File: config.mk
export PLATFORM = sky130hd
export DESIGN_NAME = dma_chan_seq
export DESIGN_NICKNAME = d
export VERILOG_FILES = /design/src/rtl/dma_seq_pkg.sv /design/src/rtl/dma_seq_addr.sv /design/src/rtl/dma_seq_pos.sv /design/src/rtl/dma_seq_ctrl.sv /design/src/rtl/dma_chan_seq.sv
export SDC_FILE = /design/constraint.sdc
export NUM_CORES = 1
export LEC_CHECK = 0
export BUFFER_PORTS_ARGS = -buffer_cell sky130_fd_sc_hd__buf_2
export CORE_MARGIN = 2
export CORE_UTILIZATION = 57
export DETAILED_ROUTE_END_ITERATION = 12
export PLACE_DENSITY = 0.86
export SYNTH_ARGS = -nofsm -noshare
export SYNTH_HDL_FRONTEND = slang
export SYNTH_SLANG_ARGS = --single-unit
File: constraint.sdc
create_clock -name clk -period 9.6 [get_ports clk]
set_input_delay 0.48 -clock clk [delete_from_list [all_inputs] [get_ports clk]]
set_output_delay 0.48 -clock clk [all_outputs]
set_load 0.03 [all_outputs]
File: src/rtl/dma_seq_pkg.sv
package dma_seq_pkg;
  typedef enum logic [1:0] {
    SYNC_NONE  = 2'd0,
    SYNC_ELEM  = 2'd1,
    SYNC_FRAME = 2'd2,
    SYNC_PKT   = 2'd3
  } sync_mode_e;

  localparam int ST_HALF  = 0;
  localparam int ST_FRAME = 1;
  localparam int ST_LAST  = 2;
  localparam int ST_PKT   = 3;
  localparam int ST_BLOCK = 4;
  localparam int ST_W     = 5;
  localparam int PROG_W   = 16;
endpackage

File: src/rtl/dma_seq_addr.sv
module dma_seq_addr #(
  parameter int AW = 32,
  parameter int SW = 16
) (
  input  logic          clk,
  input  logic          rst_n,
  input  logic          load,
  input  logic          step,
  input  logic          frame_end,
  input  logic [AW-1:0] start,
  input  logic [SW-1:0] estride,
  input  logic [SW-1:0] fstride,
  output logic [AW-1:0] addr
);
  localparam int EXT = AW - SW;

  logic [AW-1:0] addr_d;
  logic [AW-1:0] e_ext, f_ext;

  always_comb begin
    e_ext  = {{EXT{estride[SW-1]}}, estride};
    f_ext  = frame_end ? {{EXT{fstride[SW-1]}}, fstride} : '0;
    addr_d = addr;
    if (load)      addr_d = start;
    else if (step) addr_d = addr + e_ext + f_ext;
  end

  always_ff @(posedge clk or negedge rst_n) begin
    if (!rst_n)             addr <= '0;
    else if (load || step)  addr <= addr_d;
  end
endmodule

File: src/rtl/dma_seq_pos.sv
module dma_seq_pos #(
  parameter int EW = 24,
  parameter int FW = 16
) (
  input  logic          clk,
  input  logic          rst_n,
  input  logic          load,
  input  logic          step,
  input  logic          pkt_mode,
  input  logic [EW-1:0] cfg_elems,
  input  logic [EW-1:0] cfg_pkt,
  input  logic [FW-1:0] cfg_frames,
  output logic          ev_half,
  output logic          ev_frame,
  output logic          ev_last,
  output logic          ev_pkt,
  output logic          ev_block
);
  logic [EW-1:0] elem_q, elem_d, pkt_q, pkt_d;
  logic [FW-1:0] frm_q, frm_d;
  logic [EW:0]   e_inc, p_inc;
  logic [FW:0]   f_inc, f_last;

  always_comb begin
    e_inc    = {1'b0, elem_q} + (EW+1)'(1);
    p_inc    = {1'b0, pkt_q} + (EW+1)'(1);
    f_inc    = {1'b0, frm_q} + (FW+1)'(1);
    f_last   = {1'b0, cfg_frames} - (FW+1)'(1);
    ev_frame = step && (e_inc == {1'b0, cfg_elems});
    ev_block = ev_frame && (f_inc == {1'b0, cfg_frames});
    ev_half  = step && (e_inc == {1'b0, (cfg_elems >> 1)});
    ev_last  = ev_frame && !ev_block && (f_inc == f_last);
    ev_pkt   = step && pkt_mode && (p_inc == {1'b0, cfg_pkt});
    elem_d   = elem_q;
    frm_d    = frm_q;
    pkt_d    = pkt_q;
    if (load) begin
      elem_d = '0;
      frm_d  = '0;
      pkt_d  = '0;
    end else if (step) begin
      elem_d = ev_frame ? '0 : e_inc[EW-1:0];
      if (ev_frame) frm_d = f_inc[FW-1:0];
      if (pkt_mode) pkt_d = ev_pkt ? '0 : p_inc[EW-1:0];
    end
  end

  always_ff @(posedge clk or negedge rst_n) begin
    if (!rst_n) begin
      elem_q <= '0;
      frm_q  <= '0;
      pkt_q  <= '0;
    end else if (load || step) begin
      elem_q <= elem_d;
      frm_q  <= frm_d;
      pkt_q  <= pkt_d;
    end
  end
endmodule

File: src/rtl/dma_seq_ctrl.sv
module dma_seq_ctrl
  import dma_seq_pkg::*;
(
  input  logic              clk,
  input  logic              rst_n,
  input  logic              en_strobe,
  input  logic              req,
  input  logic              beat,
  input  logic              end_prog,
  input  logic              clr_status,
  input  sync_mode_e        mode,
  input  logic              cfg_compat,
  input  logic              cfg_link_en,
  input  logic              cfg_auto,
  input  logic              cfg_repeat,
  input  logic [ST_W-1:0]   cfg_irq_en,
  input  logic              ev_half,
  input  logic              ev_frame,
  input  logic              ev_last,
  input  logic              ev_pkt,
  input  logic              ev_block,
  input  logic [PROG_W-1:0] dst_low,
  output logic              step,
  output logic              load,
  output logic [ST_W-1:0]   status,
  output logic              irq,
  output logic              enabled,
  output logic              active,
  output logic              waiting,
  output logic              link_req,
  output logic [PROG_W-1:0] progress
);
  logic            en_d, act_d, wait_d, link_d, cap_d, cap_q, sync_stop;
  logic [ST_W-1:0] st_set, st_d;

  always_comb begin
    step      = beat && active;
    sync_stop = step && ((mode == SYNC_ELEM) ||
                         (mode == SYNC_FRAME && ev_frame) || ev_pkt);
    cap_d     = ev_frame && (mode == SYNC_NONE);
    en_d      = enabled;
    act_d     = active && !sync_stop;
    wait_d    = waiting;
    link_d    = 1'b0;
    load      = 1'b0;
    if (ev_block) begin
      if (cfg_compat) begin
        en_d   = 1'b0;
        act_d  = 1'b0;
        link_d = cfg_link_en;
      end else if (!cfg_auto) begin
        en_d  = 1'b0;
        act_d = 1'b0;
      end else if (cfg_repeat || end_prog) begin
        load = 1'b1;
      end else begin
        wait_d = 1'b1;
        act_d  = 1'b0;
      end
    end
    if (waiting && end_prog) begin
      load   = 1'b1;
      wait_d = 1'b0;
      act_d  = 1'b1;
    end
    if (req && enabled && !active && !waiting) act_d = 1'b1;
    if (en_strobe) begin
      load   = 1'b1;
      en_d   = 1'b1;
      act_d  = 1'b1;
      wait_d = 1'b0;
    end
    st_set = '0;
    st_set[ST_HALF]  = ev_half;
    st_set[ST_FRAME] = ev_frame;
    st_set[ST_LAST]  = ev_last;
    st_set[ST_PKT]   = ev_pkt;
    st_set[ST_BLOCK] = ev_block && cfg_irq_en[ST_BLOCK];
    st_d = (clr_status ? '0 : status) | st_set;
    irq  = |(status & cfg_irq_en);
  end

  always_ff @(posedge clk or negedge rst_n) begin
    if (!rst_n) begin
      enabled  <= 1'b0;
      active   <= 1'b0;
      waiting  <= 1'b0;
      link_req <= 1'b0;
      status   <= '0;
      cap_q    <= 1'b0;
      progress <= '0;
    end else begin
      enabled  <= en_d;
      active   <= act_d;
      waiting  <= wait_d;
      link_req <= link_d;
      status   <= st_d;
      cap_q    <= cap_d;
      if (cap_q) progress <= dst_low;
    end
  end
endmodule

File: src/rtl/dma_chan_seq.sv
module dma_chan_seq
  import dma_seq_pkg::*;
#(
  parameter int AW = 32,
  parameter int SW = 16,
  parameter int EW = 24,
  parameter int FW = 16
) (
  input  logic          clk,
  input  logic          rst_n,
  input  logic          en_strobe,
  input  logic          req,
  input  logic          beat,
  input  logic          end_prog,
  input  logic          clr_status,
  input  logic [AW-1:0] cfg_src_start,
  input  logic [AW-1:0] cfg_dst_start,
  input  logic [SW-1:0] cfg_src_estride,
  input  logic [SW-1:0] cfg_dst_estride,
  input  logic [SW-1:0] cfg_src_fstride,
  input  logic [SW-1:0] cfg_dst_fstride,
  input  logic [EW-1:0] cfg_elems,
  input  logic [FW-1:0] cfg_frames,
  input  logic [EW-1:0] cfg_pkt,
  input  logic [1:0]    cfg_sync,
  input  logic          cfg_compat,
  input  logic          cfg_link_en,
  input  logic          cfg_auto,
  input  logic          cfg_repeat,
  input  logic [4:0]    cfg_irq_en,
  output logic [AW-1:0] src_addr,
  output logic [AW-1:0] dst_addr,
  output logic [4:0]    status,
  output logic          irq,
  output logic          enabled,
  output logic          active,
  output logic          waiting,
  output logic          link_req,
  output logic [15:0]   progress
);
  localparam int NPORT = 2;

  sync_mode_e    mode;
  logic          step, load, pkt_mode;
  logic          ev_half, ev_frame, ev_last, ev_pkt, ev_block;
  logic [AW-1:0] start_a [NPORT];
  logic [SW-1:0] es_a    [NPORT];
  logic [SW-1:0] fs_a    [NPORT];
  logic [AW-1:0] addr_a  [NPORT];

  assign mode       = sync_mode_e'(cfg_sync);
  assign pkt_mode   = (mode == SYNC_PKT);
  assign start_a[0] = cfg_src_start;
  assign start_a[1] = cfg_dst_start;
  assign es_a[0]    = cfg_src_estride;
  assign es_a[1]    = cfg_dst_estride;
  assign fs_a[0]    = cfg_src_fstride;
  assign fs_a[1]    = cfg_dst_fstride;
  assign src_addr   = addr_a[0];
  assign dst_addr   = addr_a[1];

  for (genvar g = 0; g < NPORT; g++) begin : g_port
    dma_seq_addr #(.AW(AW), .SW(SW)) u_addr (
      .clk(clk), .rst_n(rst_n), .load(load), .step(step),
      .frame_end(ev_frame), .start(start_a[g]), .estride(es_a[g]),
      .fstride(fs_a[g]), .addr(addr_a[g])
    );
  end

  dma_seq_pos #(.EW(EW), .FW(FW)) u_pos (
    .clk(clk), .rst_n(rst_n), .load(load), .step(step), .pkt_mode(pkt_mode),
    .cfg_elems(cfg_elems), .cfg_pkt(cfg_pkt), .cfg_frames(cfg_frames),
    .ev_half(ev_half), .ev_frame(ev_frame), .ev_last(ev_last),
    .ev_pkt(ev_pkt), .ev_block(ev_block)
  );

  dma_seq_ctrl u_ctrl (
    .clk(clk), .rst_n(rst_n), .en_strobe(en_strobe), .req(req), .beat(beat),
    .end_prog(end_prog), .clr_status(clr_status), .mode(mode),
    .cfg_compat(cfg_compat), .cfg_link_en(cfg_link_en), .cfg_auto(cfg_auto),
    .cfg_repeat(cfg_repeat), .cfg_irq_en(cfg_irq_en),
    .ev_half(ev_half), .ev_frame(ev_frame), .ev_last(ev_last),
    .ev_pkt(ev_pkt), .ev_block(ev_block), .dst_low(dst_addr[PROG_W-1:0]),
    .step(step), .load(load), .status(status), .irq(irq),
    .enabled(enabled), .active(active), .waiting(waiting),
    .link_req(link_req), .progress(progress)
  );
endmodule

==> flow_summary.ini <==
[outcome]
status = complete, no violations

[die]
die_area_um2 = 28100
die_height_um = 168
start_util = 0.584
num_rows = 59
die_w_um = 168
core_area_um2 = 26100
io_pins = 300

[job]
maxCapViolations = 0

[global_route]
grt_remaining_overflow = 0
grt_start_max_net_pins = 108
grt_pass1_vias = 14488
grt_pass1_wl_um = 73400
grtUsageTotal = 0.324
antenna_found_initial = 7

[routing]
vias = 14893
postRouteWirelength_um = 46200
drtIter0Drc = 1181
first_pass_iters = 5
drc_errors = 0
wl_per_cell_um = 18.9
viasPerCell = 6.11
ant_nets = 0

[setup_path]
crit_path_end_kind = flop
critPathBufInv = 1
crit_top_cell = o21ai_0
crit_slowest_cell = or4_1
critical-path-top-delay-family = simple AND/OR/NAND/NOR gates
critPathLaunchType = flop
cp_max_fo = 28
worstSetupPathType = flop to flop
r2r-end = g_port[1].u_addr.addr[29]
crit_arrival_ns = 8.10
worstPathCellList = ha_1 > nand4_1 > or4_1 > nor2_1 > mux2i_1 > or4b_4 > nor4_4 > buf_4 > and3_1 > fa_1 > ha_1 > and3_1 > a221oi_1 > o21ai_0 > a221oi_1 > o21ai_0 > o221ai_1 > o211ai_1 > xnor2_1 > o21ai_0 > mux2_1
ff2ff_setup_slack_ns = 1.81
cpPeakStageDelay_ns = 0.64
critical_path_required_ns = 9.91
r2r-start = u_pos.elem_q[0]
reg2reg_depth = 21

[timing]
finalSetupViolCount = 0
skew_ns = 0.0254
fmax_mhz = 128
relSlewSlack = 0.307
fin_crit_ns = 7.79
tightest_slew_ns = 1.04
final_max_slew_viol_count = 0
grt_setup_unrepaired = no
final_hold_viol_count = 0
period_share = 0.812
setup-tns-final_ns = 0

[logic_synthesis]
synth.cell_area_um2 = 15300
yosysWarningCount = 0
ys_seq_area_frac = 0.253
ys_seq_elements = 154
synth-edff-count = 0
ys.flop_type = dfrtp_1
synthArstFlopShare = 1.00
syn_inst = 1846
syn_area_per_cell_um2 = 8.26
syn_nets = 2186
synth_cell_types = 80

[final_layout]
final_cell_mix = buf_2, dfrtp_1, nand2_1, inv_1, o21ai_0
area_growth_pct = 14.0
drive_above_1_share = 0.187
nNetsFinal = 2421
final_common_cell = buf_2

[cts]
cts.clk_slew.worst_paths_ns = 0.07
cts_resized = 0
cts_root_buf = clkbuf_16
clockBufferDepth = 2
numCtsBuffers = 17
clk_latency_ns = 0.44
cts_tree = done
cts_sinks = 154
ctsHoldBuffers = 0
h-tree-depth = 4
post_cts_buffers = 0

[placed_design]
port_buffers = 299
gp_congestion = 0.933
hpwl_um = 35300

[worst_hold_path]
hp-class = input port to async pin

[pwr]
irDropWorstVdd_uv = 125
powerDensity_nw_per_um2 = 148
p_leak_nw = 8.24
p_total_mw = 2.58
routing by layer:
metal	share of wire	wire, um	vias up	global-route usage
li1	-	-	6977	-
met1	0.41	19000	7144	0.410
met2	0.48	22200	663	0.549
met3	0.070	3220	107	0.0605
met4	0.037	1710	2	0.132
met5	0.00024	11	-	0
worst reg2reg max path: stages (launching register included):
cell and delay (ns):
dfrtp_1 0.47, ha_1 0.36, nand4_1 0.39, or4_1 0.64, nor2_1 0.32, mux2i_1 0.21
or4b_4 0.48, nor4_4 0.62, buf_4 0.39, and3_1 0.22, fa_1 0.45, ha_1 0.38
and3_1 0.22, a221oi_1 0.43, o21ai_0 0.16, a221oi_1 0.62, o21ai_0 0.25, o221ai_1 0.37
o211ai_1 0.15, xnor2_1 0.16, o21ai_0 0.09, mux2_1 0.30
power by group:
part	switching [mW]	total (mW)	internal [mW]	leakage [nW]
Sequential	0.0652	0.765	0.699	2.02
Clock	0.322	0.658	0.336	0.249
Combinational	0.704	1.16	0.452	5.96
Total	1.09	2.58	1.49	8.24
sequential cells by signal, indices dropped and copies added (netlist names):
name	cells
u_ctrl.status	5
u_ctrl.active	1
u_pos.pkt_q	24
u_ctrl.link_req	1
u_ctrl.waiting	1
u_ctrl.cap_q	1
g_port.u_addr.addr	64
u_ctrl.progress	16
u_pos.elem_q	24
u_pos.frm_q	16
u_ctrl.enabled	1
stage by stage:
step                cells  hold WS (ns)  area (um^2)  worst slack [ns]   util
finish               2436         0.184        17400              1.81  0.666
global route         2435         0.233        17400              1.24  0.666
CTS                  2429         0.223        17400              1.89  0.665
detailed placement   2397         0.490        16800              1.96  0.644
global placement     2397         0.484        16800              2.16  0.644
floorplan            1846         0.184        15300              2.86      -
cells by family after synthesis:
| group | synth area share |
|---|---|
| fa+ha+maj | 0.138 |
| flops | 0.253 |
| xor+xnor | 0.111 |
| buf+inv | 0.0641 |
| mux | 0.0348 |
| compound gates | 0.193 |
| simple gates | 0.206 |
how the worst max path moves through the flow:
stage                                end  cells past startpoint  slack, ns            start
6_report       g_port[1].u_addr.addr[29]                     21       1.81  u_pos.elem_q[0]
5_1_grt        g_port[1].u_addr.addr[25]                     21       1.24  u_pos.elem_q[0]
4_1_cts        g_port[1].u_addr.addr[29]                     21       1.89  u_pos.elem_q[0]
3_5_place_dp   g_port[1].u_addr.addr[29]                     21       1.96  u_pos.elem_q[0]
3_3_place_gp   g_port[1].u_addr.addr[31]                     21       2.16  u_pos.elem_q[0]
2_1_floorplan  g_port[1].u_addr.addr[31]                     27       2.86  u_pos.elem_q[0]
synth_stat cells (all sizes together) (4+ instances only):
| cell type | count | area share |
|---|---|---|
| o21bai | 7 | 0.0034 |
| ha | 66 | 0.054 |
| nor4 | 26 | 0.012 |
| o21a | 13 | 0.0064 |
| o22ai | 15 | 0.0062 |
| nor3 | 38 | 0.013 |
| o2bb2ai | 9 | 0.0052 |
| a221oi | 4 | 0.0023 |
| a31oi | 21 | 0.0086 |
| o22a | 4 | 0.0023 |
| dfrtp | 154 | 0.25 |
| a211oi | 16 | 0.0079 |
| and4 | 8 | 0.0046 |
| a21o | 34 | 0.017 |
| or3 | 26 | 0.011 |
| fa | 64 | 0.084 |
| mux2 | 24 | 0.018 |
| nand2 | 147 | 0.036 |
| buf | 41 | 0.016 |
| xnor2 | 124 | 0.071 |
| a2111oi | 6 | 0.0039 |
| nand2b | 15 | 0.0062 |
| mux2i | 26 | 0.017 |
| o21ai | 140 | 0.047 |
| a22oi | 4 | 0.0020 |
| a32oi | 4 | 0.0023 |
| nand4 | 31 | 0.013 |
| clkbuf | 57 | 0.014 |
| o31ai | 5 | 0.0025 |
| or2 | 7 | 0.0029 |
| nor2 | 136 | 0.033 |
| o311ai | 4 | 0.0023 |
| inv | 137 | 0.034 |
| and2 | 14 | 0.0057 |
| nor2b | 24 | 0.0098 |
| a21oi | 136 | 0.045 |
| xor2 | 67 | 0.038 |
| and3 | 54 | 0.022 |
| a22o | 10 | 0.0057 |
| or3b | 6 | 0.0034 |
| or4 | 8 | 0.0042 |
| nand3 | 47 | 0.016 |
| o211ai | 11 | 0.0054 |
| nor3b | 11 | 0.0054 |
| a211o | 8 | 0.0046 |
layout make-up:
type,count,area [um^2]
flip-flops and latches,154,3850
clock buffers,18,429
diodes,7,17.5
fillers,2206,8740
well taps,335,419
inverters,137,514
repair buffers,314,1620
multi-input cells,1457,10400
clock inverters,14,113
Power figures use the tool's default switching activity.
